### config.mk
export PLATFORM = sky130hd
export DESIGN_NAME = sirq_agent
export DESIGN_NICKNAME = d
export VERILOG_FILES = /design/src/rtl/sirq_pkg.sv /design/src/rtl/sirq_req_map.sv /design/src/rtl/sirq_low_timer.sv /design/src/rtl/sirq_frame_fsm.sv /design/src/rtl/sirq_agent.sv
export SDC_FILE = /design/constraint.sdc
export NUM_CORES = 1
export LEC_CHECK = 0
export BUFFER_PORTS_ARGS = -buffer_cell sky130_fd_sc_hd__buf_4
export CORE_UTILIZATION = 40
export CTS_CLUSTER_DIAMETER = 120
export DETAILED_ROUTE_END_ITERATION = 16
export PLACE_DENSITY = 0.66
export SLEW_MARGIN = 30
export SYNTH_ARGS = -nofsm -noshare
export SYNTH_HDL_FRONTEND = slang
export SYNTH_SLANG_ARGS = --single-unit
### constraint.sdc
create_clock -name clk -period 1.27 [get_ports clk]
set_clock_uncertainty 0.2 [all_clocks]
set_input_delay 0.254 -clock clk [delete_from_list [all_inputs] [get_ports clk]]
set_output_delay 0.254 -clock clk [all_outputs]
set_load 0.01 [all_outputs]
### src/rtl/sirq_pkg.sv
package sirq_pkg;

  typedef enum logic [1:0] {
    ST_IDLE = 2'd0,
    ST_SLOT = 2'd1,
    ST_STOP = 2'd2
  } sirq_state_e;

  localparam logic [1:0] PH_SAMPLE  = 2'd0;
  localparam logic [1:0] PH_RECOVER = 2'd1;
  localparam logic [1:0] PH_TURN    = 2'd2;

endpackage

### src/rtl/sirq_req_map.sv
module sirq_req_map #(
  parameter int NUM_SRC   = 7,
  parameter int NUM_SLOTS = 16,
  parameter int SRC_SLOT [NUM_SRC] = '{1, 2, 6, 9, 10, 11, 12}
) (
  input  logic                 clk,
  input  logic                 rst_n,
  input  logic [NUM_SRC-1:0]   src_req,
  output logic [NUM_SLOTS-1:0] slot_req,
  output logic                 req_rise
);

  logic [NUM_SRC-1:0] src_prev_q;

  always_comb begin
    slot_req = '0;
    for (int i = 0; i < NUM_SRC; i++) begin
      slot_req[SRC_SLOT[i]] = slot_req[SRC_SLOT[i]] | src_req[i];
    end
  end

  assign req_rise = |(src_req & ~src_prev_q);

  always_ff @(posedge clk or negedge rst_n) begin
    if (!rst_n) src_prev_q <= '0;
    else        src_prev_q <= src_req;
  end

endmodule

### src/rtl/sirq_low_timer.sv
module sirq_low_timer #(
  parameter int CNT_W = 5
) (
  input  logic             clk,
  input  logic             rst_n,
  input  logic             line_in,
  output logic [CNT_W-1:0] run_len,
  output logic             run_end
);

  logic [CNT_W-1:0] cnt_q;
  logic [CNT_W-1:0] cnt_d;

  always_comb begin
    if (line_in)            cnt_d = '0;
    else if (cnt_q != '1)   cnt_d = cnt_q + 1'b1;
    else                    cnt_d = cnt_q;
  end

  always_ff @(posedge clk or negedge rst_n) begin
    if (!rst_n) cnt_q <= '0;
    else        cnt_q <= cnt_d;
  end

  assign run_len = cnt_q;
  assign run_end = line_in & (cnt_q != '0);

endmodule

### src/rtl/sirq_frame_fsm.sv
module sirq_frame_fsm
  import sirq_pkg::*;
#(
  parameter int NUM_SLOTS  = 16,
  parameter int START_MIN  = 4,
  parameter int START_MAX  = 8,
  parameter int STOP_QUIET = 2,
  parameter int STOP_CONT  = 3,
  parameter int CNT_W      = 5,
  localparam int SLOT_W    = $clog2(NUM_SLOTS)
) (
  input  logic                 clk,
  input  logic                 rst_n,
  input  logic                 line_in,
  input  logic [CNT_W-1:0]     run_len,
  input  logic                 run_end,
  input  logic [NUM_SLOTS-1:0] slot_req,
  input  logic                 req_rise,
  output logic                 drv_oe,
  output logic                 drv_val,
  output sirq_state_e          state,
  output logic [1:0]           phase,
  output logic [SLOT_W-1:0]    slot,
  output logic                 quiet
);

  localparam logic [SLOT_W-1:0] LAST_SLOT = SLOT_W'(NUM_SLOTS - 1);

  sirq_state_e       st_q, st_d;
  logic [1:0]        ph_q, ph_d;
  logic [SLOT_W-1:0] slot_q, slot_d, slot_inc;
  logic              hold_q, hold_d;
  logic              quiet_q, quiet_d;
  logic              pend_q, pend_d;
  logic              oe_q, oe_d;
  logic              val_q, val_d;
  logic              start_ok;

  assign slot_inc = slot_q + 1'b1;
  assign start_ok = run_end && (run_len >= CNT_W'(START_MIN))
                            && (run_len <= CNT_W'(START_MAX));

  always_comb begin
    st_d    = st_q;
    ph_d    = ph_q;
    slot_d  = slot_q;
    hold_d  = hold_q;
    quiet_d = quiet_q;
    pend_d  = pend_q | req_rise;
    oe_d    = 1'b0;
    val_d   = 1'b1;
    unique case (st_q)
      ST_IDLE: begin
        if (start_ok) begin
          st_d   = ST_SLOT;
          ph_d   = PH_SAMPLE;
          slot_d = '0;
          hold_d = slot_req[0];
          oe_d   = slot_req[0];
          val_d  = 1'b0;
          pend_d = req_rise;
        end else if (quiet_q && pend_q && line_in && (run_len == '0) && !oe_q) begin
          oe_d  = 1'b1;
          val_d = 1'b0;
        end
      end
      ST_SLOT: begin
        unique case (ph_q)
          PH_SAMPLE: begin
            ph_d = PH_RECOVER;
            oe_d = hold_q;
          end
          PH_RECOVER: ph_d = PH_TURN;
          default: begin
            if (slot_q == LAST_SLOT) begin
              st_d = ST_STOP;
            end else begin
              slot_d = slot_inc;
              ph_d   = PH_SAMPLE;
              hold_d = slot_req[slot_inc];
              oe_d   = slot_req[slot_inc];
              val_d  = 1'b0;
            end
          end
        endcase
      end
      default: begin
        if (run_end) begin
          st_d = ST_IDLE;
          if (run_len == CNT_W'(STOP_QUIET))     quiet_d = 1'b1;
          else if (run_len == CNT_W'(STOP_CONT)) quiet_d = 1'b0;
        end
      end
    endcase
  end

  always_ff @(posedge clk or negedge rst_n) begin
    if (!rst_n) begin
      st_q    <= ST_IDLE;
      ph_q    <= PH_SAMPLE;
      slot_q  <= '0;
      hold_q  <= 1'b0;
      quiet_q <= 1'b0;
      pend_q  <= 1'b0;
      oe_q    <= 1'b0;
      val_q   <= 1'b1;
    end else begin
      st_q    <= st_d;
      ph_q    <= ph_d;
      slot_q  <= slot_d;
      hold_q  <= hold_d;
      quiet_q <= quiet_d;
      pend_q  <= pend_d;
      oe_q    <= oe_d;
      val_q   <= val_d;
    end
  end

  assign drv_oe  = oe_q;
  assign drv_val = val_q;
  assign state   = st_q;
  assign phase   = ph_q;
  assign slot    = slot_q;
  assign quiet   = quiet_q;

endmodule

### src/rtl/sirq_agent.sv
module sirq_agent
  import sirq_pkg::*;
#(
  parameter int NUM_SLOTS  = 16,
  parameter int START_MIN  = 4,
  parameter int START_MAX  = 8,
  parameter int STOP_QUIET = 2,
  parameter int STOP_CONT  = 3,
  localparam int CNT_W     = $clog2(START_MAX + 1) + 1,
  localparam int SLOT_W    = $clog2(NUM_SLOTS),
  localparam int NUM_SRC   = 7
) (
  input  logic clk,
  input  logic rst_n,
  input  logic irq1_req,
  input  logic irq12_req,
  input  logic smi_req,
  input  logic irq6_req,
  input  logic irq9_req,
  input  logic irq10_req,
  input  logic irq11_req,
  input  logic sirq_in,
  output logic sirq_oe,
  output logic sirq_out
);

  logic [1:0]           rst_sync_q;
  logic                 rst_q;
  logic [NUM_SRC-1:0]   src_req;
  logic [NUM_SLOTS-1:0] slot_req;
  logic                 req_rise;
  logic [CNT_W-1:0]     run_len;
  logic                 run_end;
  sirq_state_e          st_w;
  logic [1:0]           ph_w;
  logic [SLOT_W-1:0]    slot_w;
  logic                 quiet_w;

  always_ff @(posedge clk or negedge rst_n) begin
    if (!rst_n) rst_sync_q <= '0;
    else        rst_sync_q <= {rst_sync_q[0], 1'b1};
  end
  assign rst_q = rst_sync_q[1];

  assign src_req = {irq12_req, irq11_req, irq10_req, irq9_req,
                    irq6_req, smi_req, irq1_req};

  sirq_req_map #(
    .NUM_SRC   (NUM_SRC),
    .NUM_SLOTS (NUM_SLOTS),
    .SRC_SLOT  ('{1, 2, 6, 9, 10, 11, 12})
  ) u_map (
    .clk      (clk),
    .rst_n    (rst_q),
    .src_req  (src_req),
    .slot_req (slot_req),
    .req_rise (req_rise)
  );

  sirq_low_timer #(.CNT_W(CNT_W)) u_timer (
    .clk     (clk),
    .rst_n   (rst_q),
    .line_in (sirq_in),
    .run_len (run_len),
    .run_end (run_end)
  );

  sirq_frame_fsm #(
    .NUM_SLOTS  (NUM_SLOTS),
    .START_MIN  (START_MIN),
    .START_MAX  (START_MAX),
    .STOP_QUIET (STOP_QUIET),
    .STOP_CONT  (STOP_CONT),
    .CNT_W      (CNT_W)
  ) u_fsm (
    .clk      (clk),
    .rst_n    (rst_q),
    .line_in  (sirq_in),
    .run_len  (run_len),
    .run_end  (run_end),
    .slot_req (slot_req),
    .req_rise (req_rise),
    .drv_oe   (sirq_oe),
    .drv_val  (sirq_out),
    .state    (st_w),
    .phase    (ph_w),
    .slot     (slot_w),
    .quiet    (quiet_w)
  );

endmodule

# Yosys cells after proc, flatten, opt, wreduce, memory -nomap -nowiden
# Cells that the tools add are included.
totals:
  reg_bits: 27
  inputBits: 10
  elab_cells: 89
classes:
  add_sub_neg: 2
  n_lt_le_gt_ge: 3
  eq_ne: 11
  n_mux: 35
  bitwise: 5
  reduce_logical: 22
ops:
  columns: ["cell", "count"]
  rows:
  - ["$mux W1", 15]
  - ["$mux W2", 6]
  - ["$mux W4", 3]
  - ["$pmux W2 S2", 3]
  - ["$eq A5 B2 Y1 const B", 2]
  - ["$mux W5", 2]
  - ["$pmux W1 S2", 4]
  - ["$pmux W4 S2", 1]
  - ["$reduce_and A4 Y1", 2]
  - ["$and A7 B7 Y7", 1]
  - ["$not A7 Y7", 1]
  - ["$reduce_or A7 Y1", 1]
  - ["$logic_and A1 B1 Y1", 6]
  - ["$reduce_and A3 Y1", 2]
  - ["$reduce_bool A2 Y1", 3]
  - ["$add A5 B1 Y5 const B", 1]
  - ["$ge A5 B3 Y1 const B", 1]
  - ["$le A5 B4 Y1 const B", 1]
  - ["$logic_not A5 Y1", 1]
  - ["$lt A4 B5 Y1 const B", 1]
  - ["$ne A5 B5 Y1 const B", 1]
  - ["$reduce_bool A5 Y1", 1]
  - ["$add A4 B1 Y4 const B", 1]
  - ["$bmux W1 S4", 1]
  - ["other kinds (12)", 17]

# Logic depth before layout (Yosys ltp)
# Gate-level depths: netlist (run 1).
depth:
  word_depth: 7
  mapped_depth: 6
  ltp_nobuf: 6

# By module
# A second synthesis (run 1) with hierarchy kept.
hier_totals:
  cells_unflattened: 145
  area_unflattened_um2: 1567.8
by_module_without_submodules:
  columns: ["mod", "instances", "cells_per_inst", "area_per_inst_um2"]
  rows:
  - ["sirq_frame_fsm", 1, 83, 888.4]
  - ["sirq_req_map", 1, 34, 354.1]
  - ["sirq_low_timer", 1, 25, 271.5]
  - ["sirq_agent", 1, 3, 53.8]

# Worst setup path before layout (run 1)
# No wires, ideal clock.
synth_path:
  path_kind: "reg-to-reg"
  start: "register u_fsm.slot_q[0], in the netlist u_fsm.slot[0]"
  end: "register u_fsm.hold_q"
  arrival_time_ns: 1.625
  t_required_ns: 0.983
  slack_ns: -0.641
  path_stages_with_launch: 5
  n_path_buf: 0
  period_less_slack_ns: 1.911
  path_cell_list: "dfrtp_1 > ha_1 > or4_1 > a311o_1 > o211ai_1"
synth_via:
  elab_chain_cells: 6
  elab_cells_between_ends: 9
  cone_classes: "1 x add/sub; 2 x eq/ne; 5 x mux; 1 x reduce/logical"
synth_rtl:
  columns: ["element", "line", "text"]
  rows:
  - ["start: declaration", "sirq_frame_fsm.sv:31", "logic [SLOT_W-1:0] slot_q, slot_d, slot_inc;"]
  - ["start signal: assignment", "sirq_frame_fsm.sv:110", "slot_q <= slot_d;"]
  - ["$add A4 B1 Y4", "sirq_frame_fsm.sv:39", "assign slot_inc = slot_q + 1'b1;"]
  - ["$bmux W1 S4", "sirq_frame_fsm.sv:80", "hold_d = slot_req[slot_inc];"]
  - ["$mux W1 (implied by the code)", "sirq_frame_fsm.sv:80", null]
  - ["$mux W1", "sirq_frame_fsm.sv:75", "if (slot_q == LAST_SLOT) begin"]
  - ["$mux W1", "sirq_frame_fsm.sv:68", "unique case (ph_q)"]
  - ["$pmux W1 S2", "sirq_frame_fsm.sv:52", "unique case (st_q)"]
  - ["end signal: assignment", "sirq_frame_fsm.sv:111", "hold_q <= hold_d;"]
  - ["end: declaration", "sirq_frame_fsm.sv:32", "logic hold_q, hold_d;"]
# Several ways; a longest one is shown, not always the timed one. The select of a mux whose other input is x is not followed.
# A chain may end at the register's enable or synchronous reset.

# Worst setup path after layout (run 1)
layout_path:
  start: "register u_fsm.slot_q[1], in the netlist u_fsm.slot[1]"
  end: "register u_fsm.oe_q, in the netlist u_fsm.drv_oe"
layout_via:
  elab_chain_cells: 6
  elab_cells_between_ends: 7
  cone_classes: "1 x add/sub; 1 x eq/ne; 5 x mux"
layout_rtl:
  columns: ["element", "line", "text"]
  rows:
  - ["$add A4 B1 Y4", "sirq_frame_fsm.sv:39", null]
  - ["$bmux W1 S4", "sirq_frame_fsm.sv:81", "oe_d = slot_req[slot_inc];"]
  - ["$mux W1 (implied by the code)", "sirq_frame_fsm.sv:81", null]
  - ["$mux W1 (*)", "sirq_frame_fsm.sv:75", null]
  - ["$pmux W1 S2 (*)", "sirq_frame_fsm.sv:68", null]
  - ["$pmux W1 S2 (*)", "sirq_frame_fsm.sv:52", null]
  - ["net u_fsm.oe_d", "sirq_frame_fsm.sv:35", "logic oe_q, oe_d;"]
  - ["end signal: assignment", "sirq_frame_fsm.sv:105", "oe_q <= 1'b0;"]
  - ["end signal: assignment", "sirq_frame_fsm.sv:114", "oe_q <= oe_d;"]
  - ["end: declaration", "sirq_frame_fsm.sv:35", null]
# Mark *: on every way through the listed nets, which the timed path passes. The rest lies on a longest branch. The select of a mux whose other input is x is not followed.

==> impl_metrics.py, run 1 <==
metrics = {
    "critical_path": {
        "path_class": "reg2reg",
        "reg2reg_depth": 5,
        "worstPathMaxFanout": 4,
        "crit_buf_inv": 0,
        "crit_slowest_cell": "dfrtp_1",
        "arrival_ns": 1.91,
        "worst-path-stages": 5,
        "crit_family": "flip-flops",
        "rrSetupSlack_ns": -0.56,
        "endpoint_kind": "register",
        "required_ns": 1.35,
        "start_kind": "register",
        "crit_chain": "ha_4 -> xor2_2 -> or4_1 -> a311o_1 -> o211ai_1",
        "slowest_delay_ns": 0.44,
    },
    "flow_run": {
        "maxCapViolations": 0,
    },
    "sta": {
        "slew_violations": 0,
        "setup_slack_ns": -0.562,
        "fin_crit_sh_pct": 144,
        "hold_viol_final": 1,
        "worst_hold_slack_ns": -0.00253,
        "period_minus_slack_ns": 1.83,
        "tns_ns": -8.05,
        "rsz0062_at_grt": "true",
        "max_clock_freq_mhz": 546,
        "finalSetupViolations": 20,
    },
    "floorplanning": {
        "coreArea_sq_um": 3130,
        "ioPinCount": 12,
        "die_x_microns": 60.1,
        "initial_utilization_pct": 43.1,
        "fp.dieH_microns": 60.1,
        "die-area_sq_um": 3610,
        "rows": 20,
    },
    "route": {
        "finalWirelength_mm": 3.61,
        "drt_pre_antenna_iters": 6,
        "wire_per_inst_microns": 14.8,
        "drtIter0Drc": 39,
        "drc_errors": 0,
        "wl_met2_mm": 1.80,
        "routed-via-count": 1206,
        "drtAntennaViolNets": 0,
        "top_layer": "met4",
        "vias_per_cell": 4.94,
        "wl_met3_microns": 84,
        "met1_length_mm": 1.65,
    },
    "finish": {
        "fin_nets": 216,
        "antenna_cells": 0,
        "drive_gt1_share_pct": 43.5,
        "stdcell_area_sq_um": 2200,
        "utilization_pct": 70.4,
        "area_growth_pct": 63.2,
    },
    "synthesis": {
        "async_flop_share_pct": 100,
        "synth_edf_count": 0,
        "synth_top_area_share_pct": 48.2,
        "yosysUniqueCellTypes": 41,
        "synth.largest_area_cell": "dfrtp_1",
        "synth_seq_cells": 27,
        "synth-seq-area-share_pct": 50.2,
        "synth_most_common_cell": "dfrtp_1",
        "synth_area_leaders": "dfrtp_1 (48%), ha_1 (4.6%), inv_1 (3.9%)",
        "synthFlopType": "dfrtp_1",
        "synthTopCellsByCount": "dfrtp_1 (26), inv_1 (14), nor2_1 (10)",
        "yosys_warnings": 0,
        "syn-mean-instance-area_sq_um": 10.5,
        "netlist_area_sq_um": 1350,
        "syn-num-nets": 143,
        "synthCells": 128,
    },
    "place": {
        "placed_area_sq_um": 1800,
        "hpwl_mm": 2.35,
        "place.gp.congestion": 0.835,
        "portBuffers": 11,
    },
    "power_and_ir_drop": {
        "power_density_nw_per_um2": 1460,
        "leakage_nw": 1.02,
        "ir_drop_uv": 802,
    },
    "cts": {
        "cts-root-buf": "clkbuf_4",
        "clock_latency_ns": 0.35,
        "cts_htree_levels": 1,
        "cts_tree": "yes",
        "clk_pin_slew_ns": 0.16,
        "numCtsBuffers": 3,
        "clk_path_buf_depth": 2,
        "cts.sinks": 27,
    },
    "outcome": {
        "violations": "hold timing, setup timing",
        "outcome": "complete, but fails checks",
    },
    "worst_hold_path": {
        "min_path_type": "in2reg",
        "holdPathStages": 3,
    },
    "global_route": {
        "grt-ovfl-total": 0,
        "grt_pass1_vias": 1248,
        "grt_usage_pct": 22.5,
        "grt_antenna_before_repair": 0,
        "grt_max_degree": 26,
        "grt_pass1_wl_mm": 5.83,
    },
}
## cells in the final DEF, fill, tap and decap left out, drive strengths merged, types with 2 or more instances in the layout
cell | Yosys | final
a21oi | 5 | 5
nor3 | 2 | 2
mux2i | 2 | 2
a21o | 4 | 4
a22o | 2 | 2
clkbuf | 3 | 3
a311o | 2 | 2
nand4b | 4 | 4
buf | 2 | 60
inv | 14 | 15
o211ai | 3 | 3
nor4b | 3 | 3
o2bb2ai | 3 | 3
xnor2 | 2 | 2
nand3 | 5 | 5
xor2 | 4 | 4
nand2b | 4 | 4
nor2 | 10 | 10
or4 | 2 | 2
nand2 | 2 | 2
dlygate4sd3 | 0 | 13
dfrtp | 26 | 26
ha | 5 | 5
o31ai | 2 | 2
o21ai | 2 | 2
## registers in the layout, summed over array words and instances, names as in the netlist
| signal | flops |
|---|---|
| u_fsm.state | 2 |
| u_fsm.drv_oe | 1 |
| u_fsm.slot | 4 |
| u_fsm.pend_q | 1 |
| u_fsm.phase | 2 |
| rst_sync_q | 2 |
| u_fsm.hold_q | 1 |
| u_timer.run_len | 5 |
| u_fsm.quiet | 1 |
| u_map.src_prev_q | 7 |
| u_fsm.drv_val | 1 |
## final cells by class
type | instances | area, sq um
clock buffer | 3 | 22.5
clock inverter | 1 | 8.76
fill | 215 | 927
inverter | 14 | 52.6
multi-input combinational | 82 | 771
sequential | 27 | 677
tap | 44 | 55.1
timing repair buffer | 73 | 614
## report_power, final
part           internal (mW)  total [mW]  switching, mW
clock                  0.129       0.418          0.289
sequential              1.04        1.18          0.141
combinational          0.887        1.62          0.730
total                   2.05        3.21           1.16
## path summary, 6_finish.rpt
| kind | startpoint | to |
|---|---|---|
| max in group asynchronous | rst_n | rst_sync_q[1] |
| setup reg to reg | u_fsm.slot[1] | u_fsm.drv_oe |
| min in group asynchronous | rst_sync_q[1] | u_map.src_prev_q[0] |
| hold reg to reg | rst_sync_q[1] | u_map.src_prev_q[0] |
| hold / removal | irq12_req | u_fsm.pend_q |
| setup / recovery | u_fsm.slot[1] | u_fsm.drv_oe |
## cell families (layout without fill, tap and decap cells)
logic type	Yosys count	after routing	synth area share, %
AOI/OAI and AO/OA	29	29	16.2
xor gates and xnor gates	6	6	3.90
adders and majority gates	5	5	4.64
buffers and inverters	19	91	6.03
DFF	27	27	50.2
muxes	3	3	2.32
other	1	1	0.278
and+or+nand+nor	38	38	16.4
## layer usage
metal / GRT usage [%] / vias up
li1: - / 606
met1: 29.6 / 571
met2: 37.8 / 22
met3: 2.60 / 7
met4: 8.64 / 0
met5: 0 / -
## what timing repair did
action / in CTS / in global routing
hold buffers: 12 / 1
setup buffers: 6 / 7
resized for setup: 25 / 11
hold endpoints to repair: 10 / 3
endpoints found under the setup margin: 20 / 20
pin swaps: 9 / 11
## stage by stage
step	setup slack (ns)	hold WS [ns]	std cells	total power, mW
2_1_floorplan	-0.501	-0.242	128	1.97
3_3_place_gp	-0.508	-0.164	217	2.48
3_5_place_dp	-0.559	-0.163	217	2.52
4_1_cts	-0.558	0.00916	239	3.11
5_1_grt	-0.626	-0.0114	244	3.40
6_report	-0.562	-0.00253	244	3.21
## tightest hold or removal path: stages
cell and delay (ns):
buf_4 0.09, a222oi_1 0.07, o211ai_1 0.10
(Power assumes the default switching activity.)
==> run 2: changes to the inputs <==
Settings changed: RECOVER_POWER from default to 50.
==> run 2 against run 1 <==
Against the previous run: the flow still finishes with violations (hold timing, setup timing); clock-buffer cell count did not move; register-to-register slack about the same; die area unchanged; largest power group unchanged; highest routed layer unchanged.
==> impl_metrics.py, run 2 (synthesis gave the netlist of run 1 again) <==
metrics = {
    "finish": {
        "utilization_pct": 70.3,
        "antenna_cells": 0,
        "final_common_cell": "buf_4",
        "stdcell_area_sq_um": 2200,
        "area_growth_pct": 63.0,
        "final_cell_mix": "buf_4 (50), dfrtp_1 (26), dlygate4sd3_1 (13)",
        "fin_nets": 216,
        "largest_register": "u_map.src_prev_q",
        "drive_gt1_share_pct": 43.5,
        "largest_reg_flops": 7,
    },
    "critical_path": {
        "r2r_start": "u_fsm.slot[1]",
        "slowest_delay_ns": 0.44,
        "path_class": "reg2reg",
        "arrival_ns": 1.91,
        "reg2reg_depth": 5,
        "crit_chain": "ha_4 -> xor2_2 -> or4_1 -> a311o_1 -> o211ai_1",
        "crit_slowest_cell": "dfrtp_1",
        "worstPathMaxFanout": 4,
        "start_kind": "register",
        "required_ns": 1.35,
        "rrSetupSlack_ns": -0.56,
        "endpoint_kind": "register",
        "reg2reg_to": "u_fsm.drv_oe",
    },
    "place": {
        "portBuffers": 11,
        "place.gp.congestion": 0.835,
        "placed_area_sq_um": 1800,
        "hpwl_mm": 2.35,
    },
    "route": {
        "finalWirelength_mm": 3.61,
        "drt_pre_antenna_iters": 6,
        "drc_errors": 0,
        "drtAntennaViolNets": 0,
        "routed-via-count": 1206,
        "wire_per_inst_microns": 14.8,
        "vias_per_cell": 4.94,
        "drtIter0Drc": 39,
    },
    "power_and_ir_drop": {
        "power_density_nw_per_um2": 1460,
        "internal-power_mw": 2.05,
        "combPwrFrac_pct": 50.3,
        "ir_drop_uv": 802,
        "swShare_pct": 36.1,
        "power_mw": 3.21,
        "power_frac_clock_pct": 13.0,
        "p_seq_share_pct": 36.7,
        "leakage_nw": 1.02,
        "power.switching_mw": 1.16,
    },
    "floorplanning": {
        "initial_utilization_pct": 43.1,
        "coreArea_sq_um": 3130,
        "rows": 20,
        "die_x_microns": 60.1,
        "ioPinCount": 12,
        "fp.dieH_microns": 60.1,
        "die-area_sq_um": 3610,
    },
    "outcome": {
        "violations": "hold timing, setup timing",
        "outcome": "complete, but fails checks",
    },
    "sta": {
        "max_clock_freq_mhz": 546,
        "tns_ns": -8.05,
        "setup_slack_ns": -0.562,
        "relSlewSlack_pct": 58.4,
        "fin_crit_sh_pct": 144,
        "slew_violations": 0,
        "worst_slew_pin_slew_ns": 0.624,
        "worst_hold_slack_ns": -0.00253,
        "period_minus_slack_ns": 1.83,
        "hold_viol_final": 1,
        "rsz0062_at_grt": "true",
        "finalSetupViolations": 20,
    },
    "worst_hold_path": {
        "hold_start": "irq12_req",
        "min_path_type": "in2reg",
        "holdPathEnd": "u_fsm.pend_q",
        "holdPathStages": 3,
    },
    "global_route": {
        "grt_antenna_before_repair": 0,
        "grt_pass1_wl_mm": 5.83,
        "grt_usage_pct": 22.5,
        "grt_max_degree": 26,
        "grt_pass1_vias": 1248,
        "grt-ovfl-total": 0,
    },
    "cts": {
        "numCtsBuffers": 3,
        "clk_pin_slew_ns": 0.16,
        "clock_latency_ns": 0.35,
        "cts.sinks": 27,
        "cts-root-buf": "clkbuf_4",
        "cts_tree": "yes",
        "cts_htree_levels": 1,
        "clk_path_buf_depth": 2,
    },
    "flow_run": {
        "maxCapViolations": 0,
    },
}
run 2: layout make-up:
cell class	instances	area [sq um]
clock buffers	3	22.5
clock inverters	1	8.76
fillers	215	930
inverters	14	52.6
multi-input cells	82	771
flip-flops and latches	27	677
well taps	44	55.1
repair buffers	73	612
run 2: worst max-delay path by stage:
stage,start,endpoint,slack [ns],depth (start not counted)
after floorplan,u_fsm.slot[1],u_fsm.hold_q,-0.50,5
after global placement,u_fsm.slot[1],u_fsm.drv_oe,-0.51,5
after detailed placement,u_timer.run_len[0],u_fsm.drv_oe,-0.56,6
after CTS,u_fsm.slot[1],u_fsm.hold_q,-0.56,5
after global routing,u_timer.run_len[0],u_fsm.drv_oe,-0.63,6
final,u_fsm.slot[1],u_fsm.drv_oe,-0.56,5
run 2: worst max-delay path: cells and delay by family (launching register included):
kind	cells	cell delay [ns]
compound gates	2	0.39
xor+xnor	1	0.14
fa+ha+maj	1	0.20
flops	1	0.44
simple gates	1	0.40
run 2: timing repair:
action,CTS,global route
hold endpoints to repair,10,3
setup buffers,6,7
resized for setup,25,11
endpoints found under the setup margin,20,20
pin swaps,9,11
hold buffers,12,1
run 2: per-layer routing:
layer / routed length [microns] / GRT usage (%) / up-vias
met3: 84 / 2.60 / 7
li1: - / - / 606
met1: 1650 / 29.6 / 571
met5: 0 / 0 / -
met4: 81 / 8.64 / 0
met2: 1800 / 37.8 / 22
run 2: metrics by stage:
step	setup slack (ns)	std cells
after floorplan	-0.501	128
after global placement	-0.508	217
after detailed placement	-0.559	217
after CTS	-0.558	239
after global routing	-0.626	244
final	-0.562	244
run 2: power groups by stage:
stage	combinational [mW]	clock [mW]	sequential (mW)
after CTS	1.53	0.409	1.17
after floorplan	0.797	0	1.17
final	1.62	0.418	1.18
after global placement	1.30	0	1.18
after global routing	1.75	0.455	1.20
after detailed placement	1.34	0	1.18
